<file path="src/rtl/sclk_pkg.sv">
package sclk_pkg;
  localparam int PER_W = 4;

  localparam logic [2:0] MODE_ONE   = 3'd0;
  localparam logic [2:0] MODE_TWO   = 3'd1;
  localparam logic [2:0] MODE_FRAC  = 3'd2;
  localparam logic [2:0] MODE_FOUR  = 3'd3;
  localparam logic [2:0] MODE_EIGHT = 3'd4;

  // cycles in the current data set, minus one
  function automatic logic [PER_W-1:0] period_m1(input logic [2:0] mode,
                                                 input logic [1:0] phase);
    case (mode)
      MODE_TWO:   period_m1 = PER_W'(1);
      MODE_FRAC:  period_m1 = (phase == 2'd1) ? PER_W'(1) : PER_W'(2);
      MODE_FOUR:  period_m1 = PER_W'(3);
      MODE_EIGHT: period_m1 = PER_W'(7);
      default:    period_m1 = PER_W'(0);
    endcase
  endfunction

  // pixels per set, in thirds of a pixel
  function automatic logic [4:0] thirds_per_set(input logic [2:0] mode);
    case (mode)
      MODE_TWO:   thirds_per_set = 5'd6;
      MODE_FRAC:  thirds_per_set = 5'd8;
      MODE_FOUR:  thirds_per_set = 5'd12;
      MODE_EIGHT: thirds_per_set = 5'd24;
      default:    thirds_per_set = 5'd3;
    endcase
  endfunction
endpackage

</file>
<file path="src/rtl/sclk_cfg_latch.sv">
module sclk_cfg_latch #(
  parameter int PIX_W = 12
) (
  input  logic             clk,
  input  logic             rst_n,
  input  logic             line_active,
  input  logic [2:0]       mode_sel,
  input  logic [PIX_W-1:0] line_pixels,
  output logic [2:0]       mode_q,
  output logic [PIX_W-1:0] pixels_q
);
  always_ff @(posedge clk) begin
    if (!rst_n) begin
      mode_q   <= '0;
      pixels_q <= '0;
    end else if (!line_active) begin
      mode_q   <= mode_sel;
      pixels_q <= line_pixels;
    end
  end
endmodule

</file>
<file path="src/rtl/sclk_cadence.sv">
module sclk_cadence
  import sclk_pkg::*;
(
  input  logic       clk,
  input  logic       rst_n,
  input  logic       line_active,
  input  logic [2:0] mode_q,
  output logic       set_done
);
  logic [PER_W-1:0] cnt;
  logic [1:0]       phase;
  logic [PER_W-1:0] limit;

  assign limit    = period_m1(mode_q, phase);
  assign set_done = line_active && (cnt == limit);

  always_ff @(posedge clk) begin
    if (!rst_n || !line_active) begin
      cnt   <= '0;
      phase <= '0;
    end else if (set_done) begin
      cnt   <= '0;
      phase <= (phase == 2'd2) ? 2'd0 : phase + 2'd1;
    end else begin
      cnt <= cnt + PER_W'(1);
    end
  end
endmodule

</file>
<file path="src/rtl/sclk_line_track.sv">
module sclk_line_track
  import sclk_pkg::*;
#(
  parameter int PIX_W = 12
) (
  input  logic             clk,
  input  logic             rst_n,
  input  logic             line_active,
  input  logic             set_done,
  input  logic [2:0]       mode_q,
  input  logic [PIX_W-1:0] pixels_q,
  output logic             pulse_q,
  output logic             first_q,
  output logic             last_q,
  output logic [PIX_W-1:0] index_q
);
  localparam int ACC_W = PIX_W + 2;

  logic [ACC_W-1:0] acc;
  logic [ACC_W-1:0] acc_next;
  logic [ACC_W-1:0] target;
  logic [PIX_W-1:0] sets;
  logic             done;
  logic             emit;
  logic             reach;

  assign target   = ({2'b00, pixels_q} << 1) + {2'b00, pixels_q};
  assign acc_next = acc + ACC_W'(thirds_per_set(mode_q));
  assign reach    = (acc_next >= target);
  assign emit     = set_done && !done;

  always_ff @(posedge clk) begin
    if (!rst_n || !line_active) begin
      acc  <= '0;
      sets <= '0;
      done <= 1'b0;
    end else if (emit) begin
      acc  <= acc_next;
      sets <= sets + PIX_W'(1);
      done <= reach;
    end
  end

  always_ff @(posedge clk) begin
    if (!rst_n) begin
      pulse_q <= 1'b0;
      first_q <= 1'b0;
      last_q  <= 1'b0;
      index_q <= '0;
    end else begin
      pulse_q <= emit;
      first_q <= emit && (sets == '0);
      last_q  <= emit && reach;
      if (emit) index_q <= sets;
    end
  end
endmodule

</file>
<file path="src/rtl/sclk_cadence_gen.sv">
module sclk_cadence_gen #(
  parameter int PIX_W = 12
) (
  input  logic             clk,
  input  logic             rst_n,
  input  logic [2:0]       mode_sel,
  input  logic             line_active,
  input  logic [PIX_W-1:0] line_pixels,
  output logic             shift_pulse,
  output logic             set_valid,
  output logic [PIX_W-1:0] set_index,
  output logic             line_first,
  output logic             line_last
);
  logic [2:0]       mode_q;
  logic [PIX_W-1:0] pixels_q;
  logic             set_done;
  logic             pulse_q;

  sclk_cfg_latch #(.PIX_W(PIX_W)) u_cfg (
    .clk(clk), .rst_n(rst_n), .line_active(line_active),
    .mode_sel(mode_sel), .line_pixels(line_pixels),
    .mode_q(mode_q), .pixels_q(pixels_q)
  );

  sclk_cadence u_cad (
    .clk(clk), .rst_n(rst_n), .line_active(line_active),
    .mode_q(mode_q), .set_done(set_done)
  );

  sclk_line_track #(.PIX_W(PIX_W)) u_trk (
    .clk(clk), .rst_n(rst_n), .line_active(line_active),
    .set_done(set_done), .mode_q(mode_q), .pixels_q(pixels_q),
    .pulse_q(pulse_q), .first_q(line_first), .last_q(line_last),
    .index_q(set_index)
  );

  assign shift_pulse = pulse_q;
  assign set_valid   = pulse_q;
endmodule

</file>
<file path="config.mk">
export PLATFORM = sky130hd
export DESIGN_NAME = sclk_cadence_gen
export DESIGN_NICKNAME = d
export VERILOG_FILES = /design/src/rtl/sclk_pkg.sv /design/src/rtl/sclk_cfg_latch.sv /design/src/rtl/sclk_cadence.sv /design/src/rtl/sclk_line_track.sv /design/src/rtl/sclk_cadence_gen.sv
export SDC_FILE = /design/constraint.sdc
export NUM_CORES = 1
export LEC_CHECK = 0
export BUFFER_PORTS_ARGS = -buffer_cell sky130_fd_sc_hd__buf_2
export CORE_MARGIN = 4
export CORE_UTILIZATION = 54
export CTS_CLUSTER_DIAMETER = 120
export DETAILED_ROUTE_END_ITERATION = 16
export HOLD_SLACK_MARGIN = 0.02
export PLACE_DENSITY = 0.76
export SLEW_MARGIN = 20
export SYNTH_ARGS = -nofsm -noshare
export SYNTH_HDL_FRONTEND = slang
export SYNTH_SLANG_ARGS = --single-unit
export TNS_END_PERCENT = 20
</file>
<file path="constraint.sdc">
create_clock -name clk -period 3.55 [get_ports clk]
set_clock_uncertainty 0.1 [all_clocks]
set_input_delay 0.355 -clock clk [delete_from_list [all_inputs] [get_ports clk]]
set_output_delay 0.355 -clock clk [all_outputs]
set_load 0.05 [all_outputs]
</file>
==> summary.md <==
| Metric | Value |
|---|---|
| Status | `complete, no violations` |
| Max Clk Rate | `295.8 MHz` |
| GPL Wtd Cong | `0.8620` |
| DRT Pass-1 Iters | `4` |
| Final hold vios | `0` |
| # fillers | `630` |
| Antenna diode count | `0` |
| Die Area | `between 0.008 and 0.009 mm^2` |
| CTS Buf Count | `9` |
| Post-synthesis cell area | `between 0.004 and 0.005 mm^2` |
| Peak fanout along the critical path | `4` |
| Worst-path clk slew | `0.07 ns` |
| DPL Wire Length | `6205 um` |
| Footprint of the multi-input gates | `about 0.0027 mm^2` |
| Yosys reg bits | `63` |
| Largest net degree at the start of global routing | `44` |
| Grt ovf | `0` |
| Worst hold slack | `0.1633 ns` |
| Most frequent cells after synthesis | `dfxtp_1 (63), ha_1 (34), nand3_1 (29)` |
| Startpoint types | `flop` |
| TritonCTS clock tree | `built` |
| Number of I/O pins | `34` |
| Worst-Skew Late Latency | `0.34 ns` |
| Post-synth EDFFs | `0` |
| Hold/Removal Path Class | `in2reg` |
| Vias/cell | `roughly 5.9` |
| Slew Limit Fails | `0` |
| Reg area | `between 0.001 and 0.0015 mm^2` |
| Vias | `roughly 3600` |
| CTS H-tree lvls | `3` |
| Area grow syn2layout | `14.08%` |
| Die W | `94.62 um` |
| # rows | `31` |
| Max-Cap Viols | `0` |
| Pleak | `0.002016 uW` |
| Mapped Cells | `474` |
| Nets@finish | `558` |
| CP Data Arrival Time | `3.48 ns` |
| Largest area contributor in the netlist | `dfxtp_1` |
| Primary FF master, synth | `dfxtp_1` |
| Worst Max-Slew Pin Slew | `0.9716 ns` |
| Library cells used by synthesis | `58` |
| Slew headroom | `35.23%` |
| Initial antenna violation count | `0` |
| Overall Global Routing Usage | `20.74%` |
| WL final | `9116 um` |
| Clk buf depth | `2` |
| Number of remaining DRC errors | `0` |
| Final setup TNS | `0 ns` |
| Cts hold-fix bufs | `0` |
| Top post-synthesis cells by area | `dfxtp_1 (31%), ha_1 (11%), mux2i_1 (4.9%)` |
| Clock Tree Root | `clkbuf_8` |
| Number of global-route vias before repair | `between 3000 and 4000` |
| Initial Util | `between 50 and 60%` |
| Final period util | `95.22%` |
| Antenna Nets Post-Route | `0` |
| Synth async-reset ratio | `0%` |
| CTS sink count | `63` |
| Synthesized Nets | `528` |
| Critical path endpoint category | `flop` |
| Cell Pwr Density | `371.2 mW/mm^2` |
| Yosys warning total | `0` |
| Buffers on Ports | `33` |
| Area of the core | `0.007253 mm^2` |
| Synthesized area per cell | `8.547 um^2` |
| First-pass GRT wire length | `about 15000 um` |
| Finish-stage setup viols | `0` |
| Die Y | `94.62 um` |
| Synth top area share | `slightly above 30%` |
| DRT iter0 DRCs | `176` |
| Sequential fraction of the synthesis area | `31.13%` |
| Fin crit period | `3.380 ns` |
| Critical path required time | `3.65 ns` |
| Worst Setup Path Type | `reg2reg` |
| Share of cells above drive strength 1 | `17.49%` |
| Worst VDD drop | `0.2996 mV` |
| Routed length per instance | `14.99 um` |
| Top-count cell post-synth | `dfxtp_1` |
[through the flow]
step	instances	total power, uW	utilization, %	area, um^2	setup slack, ns
2_1_floorplan	474	1001	-	4051	0.2439
3_3_place_gp	589	1065	59.58	4322	0.07117
3_5_place_dp	589	1081	59.58	4322	-0.07753
4_1_cts	605	1717	62.46	4531	0.03531
5_1_grt	608	1798	63.72	4622	-0.02795
6_report	608	1716	63.72	4622	0.1696
[where the power goes]
part | switching (uW) | internal [uW] | leakage, uW | total, uW
clock | 306 | 325 | 0.0000992 | 631
combinational | 211 | 133 | 0.00140 | 344
sequential | 16.9 | 723 | 0.000513 | 740
[final cells by class]
cell class                      count  area share [%]
Sequential cell                    63           27.48
Clock inverter                      7           1.597
Inverter                           17           1.381
Multi-Input combinational cell    365           58.18
Tap cell                           99           2.680
Clock buffer                        9           2.680
Timing Repair Buffer               48           6.010
[layout by cell type, fill, tap and decap left out, types with 9 or more instances in the layout]
| cell type | n |
|---|---|
| buf_4 | 15 |
| a21boi_0 | 12 |
| ha_1 | 33 |
| mux2i_1 | 20 |
| nand3_1 | 28 |
| nand2b_1 | 11 |
| inv_1 | 17 |
| buf_2 | 33 |
| nor3_1 | 11 |
| nor2b_1 | 18 |
| a31oi_1 | 9 |
| a21oi_1 | 24 |
| o21ai_0 | 27 |
| clkbuf_8 | 9 |
| dfxtp_1 | 60 |
| nor2_1 | 23 |
| xor2_1 | 14 |
| nand2_1 | 24 |
[cells by family after synthesis]
| group | count (synthesis) | synth area share [%] |
|---|---|---|
| xor+xnor | 21 | 4.540 |
| buf+inv | 46 | 4.632 |
| compound gates | 135 | 22.85 |
| simple gates | 153 | 20.41 |
| fa+ha+maj | 36 | 11.49 |
| flops | 63 | 31.13 |
| mux | 20 | 4.941 |
[critical path, stage by stage, from the launching register on]
cell and delay [ns]:
dfxtp_1 0.36, ha_1 0.36, nand2_1 0.07, o211ai_1 0.33
o221ai_1 0.28, or3b_2 0.51, nand3_1 0.13, ha_1 0.26
nand3_2 0.09, nor2_1 0.05, a211o_1 0.29, a221oi_4 0.30
o41ai_1 0.09
[worst paths after layout]
kind / end / cells after the start / from / slack (ns)
worst max register to register: u_trk.done / 12 / u_cfg.pixels_q[2] / 0.17
worst min-delay path: u_cfg.pixels_q[7] / 3 / line_pixels[7] / 0.16
worst max-delay path: u_trk.done / 12 / u_cfg.pixels_q[2] / 0.17
worst min register to register: u_trk.index_q[6] / 2 / u_trk.index_q[6] / 0.38
[state kept, by name (all words and copies together), names as in the netlist]
register,count
u_trk.acc,14
u_cfg.pixels_q,12
u_trk.index_q,12
u_trk.sets,12
u_cad.cnt,4
u_cfg.mode_q,3
u_cad.phase,2
u_trk.done,1
u_trk.first_q,1
u_trk.last_q,1
u_trk.pulse_q,1
[routing by layer]
metal / wire length [um] / up-vias / track usage [%] / share of wire [%]
met1: 4359 / 1704 / 27.25 / 48
met3: 232 / 13 / 5.179 / 2.5
met2: 4388 / 57 / 33.88 / 48
li1: - / 1811 / - / -
met4: 135 / 0 / 5.529 / 1.5
met5: 0 / - / 0 / 0
[repair_timing]
action / CTS / global route
pin swaps: 0 / 6
setup buffers: 0 / 3
gates resized for setup: 3 / 18
setup endpoints to repair: 2 / 2
Power figures use the tool's default switching activity.
